`config.mk`:
```
export PLATFORM = sky130hd
export DESIGN_NAME = prio_cell_queue
export DESIGN_NICKNAME = d
export VERILOG_FILES = /design/src/rtl/pcq_pkg.sv /design/src/rtl/pcq_victim_sel.sv /design/src/rtl/pcq_place_sel.sv /design/src/rtl/prio_cell_queue.sv
export SDC_FILE = /design/constraint.sdc
export NUM_CORES = 1
export LEC_CHECK = 0
export ABC_AREA = 0
export BUFFER_PORTS_ARGS = -buffer_cell sky130_fd_sc_hd__buf_2
export CAP_MARGIN = 40
export CORE_MARGIN = 4
export CORE_UTILIZATION = 65
export DETAILED_ROUTE_END_ITERATION = 10
export HOLD_SLACK_MARGIN = 0.06
export PLACE_DENSITY = 0.86
export SYNTH_ARGS = -nofsm -noshare
export SYNTH_HDL_FRONTEND = slang
export SYNTH_SLANG_ARGS = --single-unit
```
`constraint.sdc`:
```
create_clock -name clk -period 17.3 [get_ports clk]
set_clock_uncertainty 0.2 [all_clocks]
set_input_delay 2.595 -clock clk [delete_from_list [all_inputs] [get_ports clk]]
set_output_delay 2.595 -clock clk [all_outputs]
set_load 0.05 [all_outputs]
```
`src/rtl/pcq_pkg.sv`:
```
package pcq_pkg;
  parameter int TAG_W = 8;

  typedef struct packed {
    logic             urgent;
    logic             protect;
    logic [TAG_W-1:0] tag;
  } cell_t;
endpackage

```
`src/rtl/pcq_victim_sel.sv`:
```
module pcq_victim_sel #(
  parameter int DEPTH = 8,
  parameter int CNT_W = $clog2(DEPTH + 1)
) (
  input  logic [DEPTH-1:0] valid,
  input  logic [DEPTH-1:0] exposed,
  input  logic [CNT_W-1:0] guard,
  output logic             found,
  output logic [CNT_W-1:0] idx
);
  // The highest-index slot that is occupied, non-protected and not inside the guard region.
  always_comb begin
    found = 1'b0;
    idx   = '0;
    for (int i = 0; i < DEPTH; i++) begin
      if (valid[i] && exposed[i] && (CNT_W'(i) >= guard)) begin
        found = 1'b1;
        idx   = CNT_W'(i);
      end
    end
  end
endmodule

```
`src/rtl/pcq_place_sel.sv`:
```
module pcq_place_sel #(
  parameter int DEPTH = 8,
  parameter int CNT_W = $clog2(DEPTH + 1)
) (
  input  logic [DEPTH-1:0] valid,
  input  logic [DEPTH-1:0] relaxed,
  input  logic [CNT_W-1:0] fill,
  input  logic [CNT_W-1:0] jump,
  input  logic             arr_urgent,
  output logic [CNT_W-1:0] pos
);
  logic [CNT_W-1:0] tail_run;
  logic             blocked;

  function automatic logic [CNT_W-1:0] cap(input logic [CNT_W-1:0] a, input logic [CNT_W-1:0] b);
    return (a < b) ? a : b;
  endfunction

  // Length of the run of non-urgent cells at the tail.
  always_comb begin
    tail_run = '0;
    blocked  = 1'b0;
    for (int i = DEPTH - 1; i >= 0; i--) begin
      if (valid[i] && !blocked) begin
        if (relaxed[i]) tail_run = tail_run + 1'b1;
        else            blocked  = 1'b1;
      end
    end
    pos = arr_urgent ? fill - cap(tail_run, jump) : fill;
  end
endmodule

```
`src/rtl/prio_cell_queue.sv`:
```
module prio_cell_queue #(
  parameter int DEPTH = 8,
  parameter int TAG_W = pcq_pkg::TAG_W,
  parameter int CNT_W = $clog2(DEPTH + 1)
) (
  input  logic             clk,
  input  logic             rst_n,
  input  logic             enq_valid,
  input  logic [TAG_W-1:0] enq_tag,
  input  logic             enq_urgent,
  input  logic             enq_protect,
  input  logic             deq_req,
  output logic             deq_valid,
  output logic [TAG_W-1:0] deq_tag,
  output logic             deq_urgent,
  output logic             deq_protect,
  input  logic [CNT_W-1:0] cfg_jump,
  input  logic [CNT_W-1:0] cfg_guard,
  output logic [CNT_W-1:0] count,
  output logic             drop_pulse,
  output logic             pushout_pulse,
  output logic             evt_urgent,
  output logic             evt_protect
);
  import pcq_pkg::*;

  localparam logic [CNT_W-1:0] FULL_CNT = CNT_W'(DEPTH);

  cell_t            slot_q [DEPTH];
  logic [DEPTH-1:0] vld_q;
  logic [CNT_W-1:0] cnt_q;

  // Pipeline of combinational views: after pop (s1), after eviction (s2), after insert (s3).
  cell_t            s0x [DEPTH+1];
  cell_t            s1x [DEPTH+1];
  cell_t            s2  [DEPTH];
  cell_t            s2u [DEPTH];
  cell_t            s3  [DEPTH];
  logic [DEPTH:0]   v0x, v1x;
  logic [DEPTH-1:0] v2, v2u, v3;
  logic [DEPTH-1:0] s1_exposed, s2_relaxed;
  cell_t            arrival;

  logic             pop_ev, full_ev, victim_ok, evict_ev, drop_ev, admit_ev;
  logic [CNT_W-1:0] n1, n2, victim_idx, ins_pos;

  logic drop_q, push_q, evt_u_q, evt_p_q;

  assign arrival = '{urgent: enq_urgent, protect: enq_protect, tag: enq_tag};

  // Departure first.
  always_comb begin
    for (int i = 0; i < DEPTH; i++) begin
      s0x[i] = slot_q[i];
      v0x[i] = vld_q[i];
    end
    s0x[DEPTH] = '0;
    v0x[DEPTH] = 1'b0;
    pop_ev = deq_req && vld_q[0];
    for (int i = 0; i < DEPTH; i++) begin
      s1x[i] = pop_ev ? s0x[i+1] : s0x[i];
      v1x[i] = pop_ev ? v0x[i+1] : v0x[i];
    end
    s1x[DEPTH] = '0;
    v1x[DEPTH] = 1'b0;
    for (int i = 0; i < DEPTH; i++) s1_exposed[i] = !s1x[i].protect;
  end

  assign n1      = cnt_q - CNT_W'(pop_ev);
  assign full_ev = (n1 == FULL_CNT);

  pcq_victim_sel #(.DEPTH(DEPTH), .CNT_W(CNT_W)) u_victim (
    .valid   (v1x[DEPTH-1:0]),
    .exposed (s1_exposed),
    .guard   (cfg_guard),
    .found   (victim_ok),
    .idx     (victim_idx)
  );

  assign evict_ev = enq_valid && full_ev && enq_protect && victim_ok;
  assign drop_ev  = enq_valid && full_ev && !evict_ev;
  assign admit_ev = enq_valid && !drop_ev;
  assign n2       = n1 - CNT_W'(evict_ev);

  // Remove the victim and close the gap.
  always_comb begin
    for (int i = 0; i < DEPTH; i++) begin
      if (evict_ev && (CNT_W'(i) >= victim_idx)) begin
        s2[i] = s1x[i+1];
        v2[i] = v1x[i+1];
      end else begin
        s2[i] = s1x[i];
        v2[i] = v1x[i];
      end
      s2_relaxed[i] = !s2[i].urgent;
    end
  end

  pcq_place_sel #(.DEPTH(DEPTH), .CNT_W(CNT_W)) u_place (
    .valid      (v2),
    .relaxed    (s2_relaxed),
    .fill       (n2),
    .jump       (cfg_jump),
    .arr_urgent (enq_urgent),
    .pos        (ins_pos)
  );

  // Open a hole at the insert position.
  always_comb begin
    s2u[0] = '0;
    v2u[0] = 1'b0;
    for (int i = 1; i < DEPTH; i++) begin
      s2u[i] = s2[i-1];
      v2u[i] = v2[i-1];
    end
    for (int i = 0; i < DEPTH; i++) begin
      if (!admit_ev || (CNT_W'(i) < ins_pos)) begin
        s3[i] = s2[i];
        v3[i] = v2[i];
      end else if (CNT_W'(i) == ins_pos) begin
        s3[i] = arrival;
        v3[i] = 1'b1;
      end else begin
        s3[i] = s2u[i];
        v3[i] = v2u[i];
      end
    end
  end

  always_ff @(posedge clk) begin
    if (!rst_n) begin
      for (int i = 0; i < DEPTH; i++) slot_q[i] <= '0;
      vld_q   <= '0;
      cnt_q   <= '0;
      drop_q  <= 1'b0;
      push_q  <= 1'b0;
      evt_u_q <= 1'b0;
      evt_p_q <= 1'b0;
    end else begin
      for (int i = 0; i < DEPTH; i++) slot_q[i] <= s3[i];
      vld_q  <= v3;
      cnt_q  <= n2 + CNT_W'(admit_ev);
      drop_q <= drop_ev;
      push_q <= evict_ev;
      if (drop_ev) begin
        evt_u_q <= enq_urgent;
        evt_p_q <= enq_protect;
      end else if (evict_ev) begin
        evt_u_q <= s1x[victim_idx].urgent;
        evt_p_q <= s1x[victim_idx].protect;
      end else begin
        evt_u_q <= 1'b0;
        evt_p_q <= 1'b0;
      end
    end
  end

  assign deq_valid     = vld_q[0];
  assign deq_tag       = slot_q[0].tag;
  assign deq_urgent    = slot_q[0].urgent;
  assign deq_protect   = slot_q[0].protect;
  assign count         = cnt_q;
  assign drop_pulse    = drop_q;
  assign pushout_pulse = push_q;
  assign evt_urgent    = evt_u_q;
  assign evt_protect   = evt_p_q;

  // Checks next to the logic they guard.
  assert_one_event_R10: assert property (@(posedge clk) disable iff (!rst_n)
    $onehot0({drop_pulse, pushout_pulse}));

  assert_count_tracks_R5: assert property (@(posedge clk) disable iff (!rst_n)
    cnt_q == CNT_W'($countones(vld_q)));

  assert_count_bound_R7: assert property (@(posedge clk) disable iff (!rst_n)
    cnt_q <= FULL_CNT);

  assert_victim_unprotected_R8: assert property (@(posedge clk) disable iff (!rst_n)
    pushout_pulse |-> !evt_protect);

  assert_drop_needs_full_R6: assert property (@(posedge clk) disable iff (!rst_n)
    drop_pulse |-> $past(full_ev && enq_valid));

  assert_full_stays_full_R9: assert property (@(posedge clk) disable iff (!rst_n)
    (enq_valid && full_ev) |=> (cnt_q == FULL_CNT));

  generate
    for (genvar g = 1; g < DEPTH; g++) begin : g_contig
      assert_contiguous_R2: assert property (@(posedge clk) disable iff (!rst_n)
        vld_q[g] |-> vld_q[g-1]);
    end
  endgenerate
endmodule

```
==> impl_metrics.csv, run 1 <==
group,metric,value,unit
flow_run,maxCapViolCount,0,
detailed_routing,wl_per_cell,21.1,um
finish,regArea,1920,um2
min_path,min_from,"slot_q[0][77]",
finish,final_layout_size_suffix_gt1_share,12.6,%
worst_setup_path,path_buf_inv,4,
floorplan,io_pins,41,
finish,mostFrequentLayoutCell,"nor2_1",
floorplan,start_util,67.5,%
detailed_routing,first_iter_violations,1405,
worst_setup_path,ff2ff_path_depth,41,
detailed_routing,postRouteAntennaNets,0,
worst_setup_path,crit_required,17370,ps
clock_network,cts_root_buffer,"clkbuf_16",
sta,hold_viol_final,0,
synth,syn-cell-area,7840,um2
clock_network,cts_tree,"built",
floorplan,die_w,118,um
clock_network,cts_resized,0,
clock_network,numCtsBuffers,9,
synth,syn_inst,1011,
sta,drv_slew,0,
detailed_routing,drc,0,
worst_setup_path,crit_slowest_cell,"nand2_1",
placement,port_buffers,40,
floorplan,core,11600,um2
synth,yosysTopAreaCell,"dfxtp_1",
synth,syn-num-nets,1051,
worst_setup_path,cpMostUsedCell,"ha_1",
worst_setup_path,crit_path_end_kind,"register",
detailed_routing,vias_per_cell,7.24,
synth,synth_area_leaders,"dfxtp_1 (25%), nor2_1 (6.8%), o22ai_1 (5.7%), mux2i_1 (5.1%), o21ai_0 (3.4%)",
sta,worst_slew_pin_slew,897,ps
min_path,holdPathStages,1,
worst_setup_path,critPathKind,"input pin to register",
clock_network,clock_path_buffers,2,
sta,fin_crit,14320,ps
clock_network,ctsHoldBuffers,0,
global_routing,grt_max_degree,64,
worst_setup_path,slowest_delay,640,ps
worst_setup_path,rr_endpoint,"slot_q[0][61]",
min_path,hp-class,"register to register",
synth,synth_ff_type,"dfxtp_1",
sta,finalSetupViolations,0,
floorplan,die_h,118,um
finish,synthToLayoutAreaGrowth,5.12,%
worst_setup_path,cp_max_fo,63,
sta,rsz0062_at_grt,"false",
global_routing,overflow,0,
worst_setup_path,reg2reg_slack,4940,ps
global_routing,grt_pass1_wl,38.9,mm
sta,max_freq,0.0698,GHz
min_path,worstHoldEndpoint,"slot_q[0][77]",
floorplan,die_area,13900,um2
global_routing,grtUsageTotal,33.4,%
sta,relSlewSlack,39.7,%
synth,synth_area_per_cell,7.76,um2
detailed_routing,via_count,8317,
finish,fin_nets,1043,
synth,synth_warnings,0,
synth,synth_edf_count,0,
clock_network,clk_pin_slew,60,ps
synth,ys_types,95,
global_routing,grt_pass1_vias,7375,
finish,final_cell_mix,"nor2_1 (143), dfxtp_1 (96), o22ai_1 (72)",
outcome,status,"finished clean",
placement,gp_congestion,1.03,
synth,synth_top_area_share,24.5,%
finish,fill_cells,988,
synth,ys_ff_latch,96,
global_routing,antenna_found_initial,0,
finish,multiInputGateArea,5440,um2
worst_setup_path,r2r-start,"vld_q[0]",
clock_network,cts_max_level,3,
clock_network,clock_latency,360,ps
floorplan,rows,39,
sta,fin_setup_tns,0,ps
detailed_routing,drtPass1Iterations,8,
finish,diodes,0,
placement,dp.final_hpwl,18.0,mm
synth,synthArstFlopShare,0,%
detailed_routing,wirelength,24.3,mm
sta,period_share,82.8,%
synth,ys_seq_area_share,24.5,%
worst_setup_path,path_depth,42,
worst_setup_path,cp_top_family,"compound AO/OA/AOI/OAI gates",
worst_setup_path,arrival,14390,ps
clock_network,postCtsSetupBuffers,0,
worst_setup_path,cp-start-kind,"input pin",
clock_network,cts_sinks,96,
[cell type report]
class	instances	area share (%)
multi-input combinational	809	66.0
sequential	96	23.3
timing repair buffer	58	4.04
clock buffer	11	2.94
tap	143	2.17
inverter	29	1.32
clock inverter	3	0.243
[how the worst max path moves through the flow]
stage / start / to / slack [ps]
after floorplan: deq_req / slot_q[0][77] / 5180
after global placement: deq_req / vld_q[4] / 3250
after detailed placement: deq_req / vld_q[4] / 2860
after CTS: deq_req / vld_q[4] / 3180
after global routing: deq_req / slot_q[0][61] / 2140
final: deq_req / slot_q[0][61] / 2980
[metrics by stage]
| step | worst slack [ps] | std cells | hold WS, ps | util, % | instance area (um2) |
|---|---|---|---|---|---|
| after detailed placement | 2860 | 1135 | 312 | 68.7 | 7980 |
| after floorplan | 5180 | 1011 | 265 | - | 7840 |
| after CTS | 3180 | 1149 | 326 | 71.0 | 8240 |
| after global routing | 2140 | 1149 | 358 | 71.0 | 8240 |
| after global placement | 3250 | 1130 | 295 | 68.4 | 7950 |
| final | 2980 | 1149 | 332 | 71.0 | 8240 |
[kinds of logic after synthesis]
kind of cell | Yosys count | synth area share [%]
AO/OA/AOI/OAI | 378 | 33.6
XOR/XNOR | 31 | 4.21
adder cells (fa/ha/maj) | 18 | 2.97
buffers and inverters | 106 | 6.19
flip-flops | 96 | 24.5
multiplexers | 57 | 8.06
AND/OR/NAND/NOR | 325 | 20.5
[per-layer routing]
layer,vias to the layer above,wire [um],GRT usage [%]
met5,-,0,0
met3,77,3470,10.2
met4,0,557,7.91
li1,3851,-,-
met2,625,10400,49.7
met1,3764,9910,47.4
[registers in the layout, indices dropped and copies added, names as in the netlist]
register / count
count: 4
evt_urgent: 1
evt_protect: 1
vld_q: 8
pushout_pulse: 1
slot_q: 80
drop_pulse: 1
[synth_stat cells, types with 7 or more instances]
cell type,instances
a211oi_1,20
a21boi_0,13
a21oi_1,38
a22o_1,10
a22oi_1,20
a311oi_1,8
a31oi_1,23
and2_1,11
and3_1,7
buf_2,15
buf_4,12
clkbuf_1,45
dfxtp_1,96
ha_1,17
inv_1,25
mux2_2,12
mux2i_1,40
nand2_1,48
nand2b_1,10
nand3_1,20
nand4_1,15
nor2_1,143
nor3_1,20
o2111ai_1,11
o21a_1,13
o21ai_0,53
o21ai_1,16
o22a_1,17
o22ai_1,72
o311ai_0,10
or3_1,8
xnor2_1,23
Power of run 1 is not shown: default switching activity piles up to over one toggle a cycle in this logic, so the estimate is an artifact.
==> inputs of run 2 (changes only) <==
Settings changed: CORE_UTILIZATION 65 to 63, PLACE_DENSITY 0.86 to 0.84.
Clock period 17.3 ns to 14.9 ns, I/O delays scaled along.
==> run 2 against run 1 <==
Against the previous run: via count increased by 0.46%; core utilization decreased by 2.3 points; critical path depth increased by 1; worst hold slack improved by 5.7 ps; wire length about the same; final cell count increased by 2.4%; first-iteration DRC count increased by 9.1%; die area increased by 3.0%; clock-buffer cell count unchanged; cell area increased by 0.97%.
==> impl_metrics.csv, run 2 (synthesized netlist as in run 1, its figures left out) <==
group,metric,value,unit
detailed_routing,wl_met1,9.97,mm
sta,fin_ws,1630,ps
clock_network,clk_pin_slew,80,ps
floorplan,io_pins,41,
global_routing,grt_pass1_wl,39.2,mm
detailed_routing,vias_per_cell,7.10,
global_routing,overflow,0,
finish,fin_nets,1044,
worst_setup_path,arrival,13380,ps
worst_setup_path,crit_required,15010,ps
detailed_routing,first_iter_violations,1533,
sta,hold_viol_final,0,
floorplan,start_util,64.7,%
worst_setup_path,cp-start-kind,"input pin",
placement,gp_congestion,0.974,
floorplan,die_area,14300,um2
global_routing,grt_pass1_vias,7603,
finish,final_cell_mix,"nor2_1 (143), dfxtp_1 (96), o22ai_1 (72)",
detailed_routing,postRouteAntennaNets,0,
worst_setup_path,slowest_delay,570,ps
min_path,hp-class,"register to register",
detailed_routing,wl_met2,10.5,mm
placement,dp.final_hpwl,18.1,mm
clock_network,cts_tree,"built",
detailed_routing,top_layer,"met4",
worst_setup_path,critPathKind,"input pin to register",
sta,fin_crit,13270,ps
sta,relSlewSlack,37.5,%
worst_setup_path,crit_slowest_cell,"nor2_1",
worst_setup_path,crit_path_end_kind,"register",
clock_network,ctsHoldBuffers,0,
worst_setup_path,cp_max_fo,64,
floorplan,rows,40,
detailed_routing,dr_wl_met3,3.11,mm
sta,drv_slew,0,
clock_network,cts_sinks,96,
floorplan,die_h,120,um
floorplan,core,12100,um2
finish,largest_register,"slot_q",
sta,fin_setup_tns,0,ps
clock_network,postCtsSetupBuffers,0,
finish,mostFrequentLayoutCell,"nor2_1",
sta,period_share,89.1,%
clock_network,cts_root_buffer,"clkbuf_16",
detailed_routing,drtPass1Iterations,6,
finish,largest_register_ffs,80,
sta,worst_slew_pin_slew,931,ps
finish,diodes,0,
outcome,status,"finished clean",
global_routing,grtUsageTotal,33.6,%
detailed_routing,drc,0,
clock_network,cts_resized,0,
finish,synthToLayoutAreaGrowth,6.14,%
placement,place_ws,1380,ps
clock_network,numCtsBuffers,9,
clock_network,cts_max_level,3,
sta,rsz0062_at_grt,"false",
detailed_routing,wl_per_cell,20.7,um
sta,finalSetupViolations,0,
detailed_routing,via_count,8355,
detailed_routing,wirelength,24.3,mm
sta,max_freq,0.0753,GHz
clock_network,clock_path_buffers,2,
placement,port_buffers,40,
clock_network,clock_latency,370,ps
global_routing,grt_max_degree,65,
floorplan,die_w,120,um
global_routing,antenna_found_initial,0,
worst_setup_path,cpMostUsedCell,"ha_1",
finish,fill_cells,1031,
flow_run,maxCapViolCount,0,
finish,final_layout_size_suffix_gt1_share,13.0,%
[run 2: cell count changes in the layout (fill, tap and decap cells not counted), sizes merged]
| cell | before | now |
|---|---|---|
| inv | 29 | 31 |
| clkinv | 1 | 3 |
| buf | 58 | 59 |
| clkinvlp | 2 | 0 |
[run 2: routing by layer]
layer / GRT usage (%) / vias up
li1: - / 3863
met4: 12.9 / 0
met2: 50.9 / 590
met1: 46.5 / 3820
met3: 7.92 / 82
met5: 0 / -
[run 2: layout make-up]
| class | count | area [um2] | share of cell area, % |
|---|---|---|---|
| sequential | 96 | 1920 | 23.1 |
| inverter | 29 | 109 | 1.31 |
| clock inverter | 5 | 38.8 | 0.466 |
| tap | 168 | 210 | 2.53 |
| clock buffer | 11 | 253 | 3.04 |
| timing repair buffer | 59 | 353 | 4.24 |
| multi-input combinational | 809 | 5440 | 65.3 |
[run 2: worst max-delay path: cells and delay by family]
family | cells | cell delay (ps)
multiplexers | 4 | 1090
adder cells (fa/ha/maj) | 6 | 1890
XOR/XNOR | 4 | 990
AND/OR/NAND/NOR | 11 | 2780
buffers and inverters | 5 | 980
AO/OA/AOI/OAI | 13 | 3400
[run 2: per-stage QoR]
step / area [um2] / util, % / std cells / hold slack (ps)
after global placement: 8000 / 66.0 / 1156 / 303
after detailed placement: 8030 / 66.3 / 1161 / 313
final: 8320 / 68.7 / 1177 / 338
after global routing: 8320 / 68.7 / 1177 / 362
after floorplan: 7840 / - / 1011 / 265
after CTS: 8320 / 68.7 / 1177 / 333
[run 2: path summary, 6_finish.rpt]
check                                    from            end  slack, ps  cells after the start
worst min register to register  slot_q[0][77]  slot_q[0][77]        340                      1
worst min-delay path            slot_q[0][77]  slot_q[0][77]        340                      1
worst max register to register       count[0]       vld_q[4]       3250                     43
worst max-delay path                  deq_req       vld_q[4]       1630                     43
Power of run 2 is left out for the same reason.
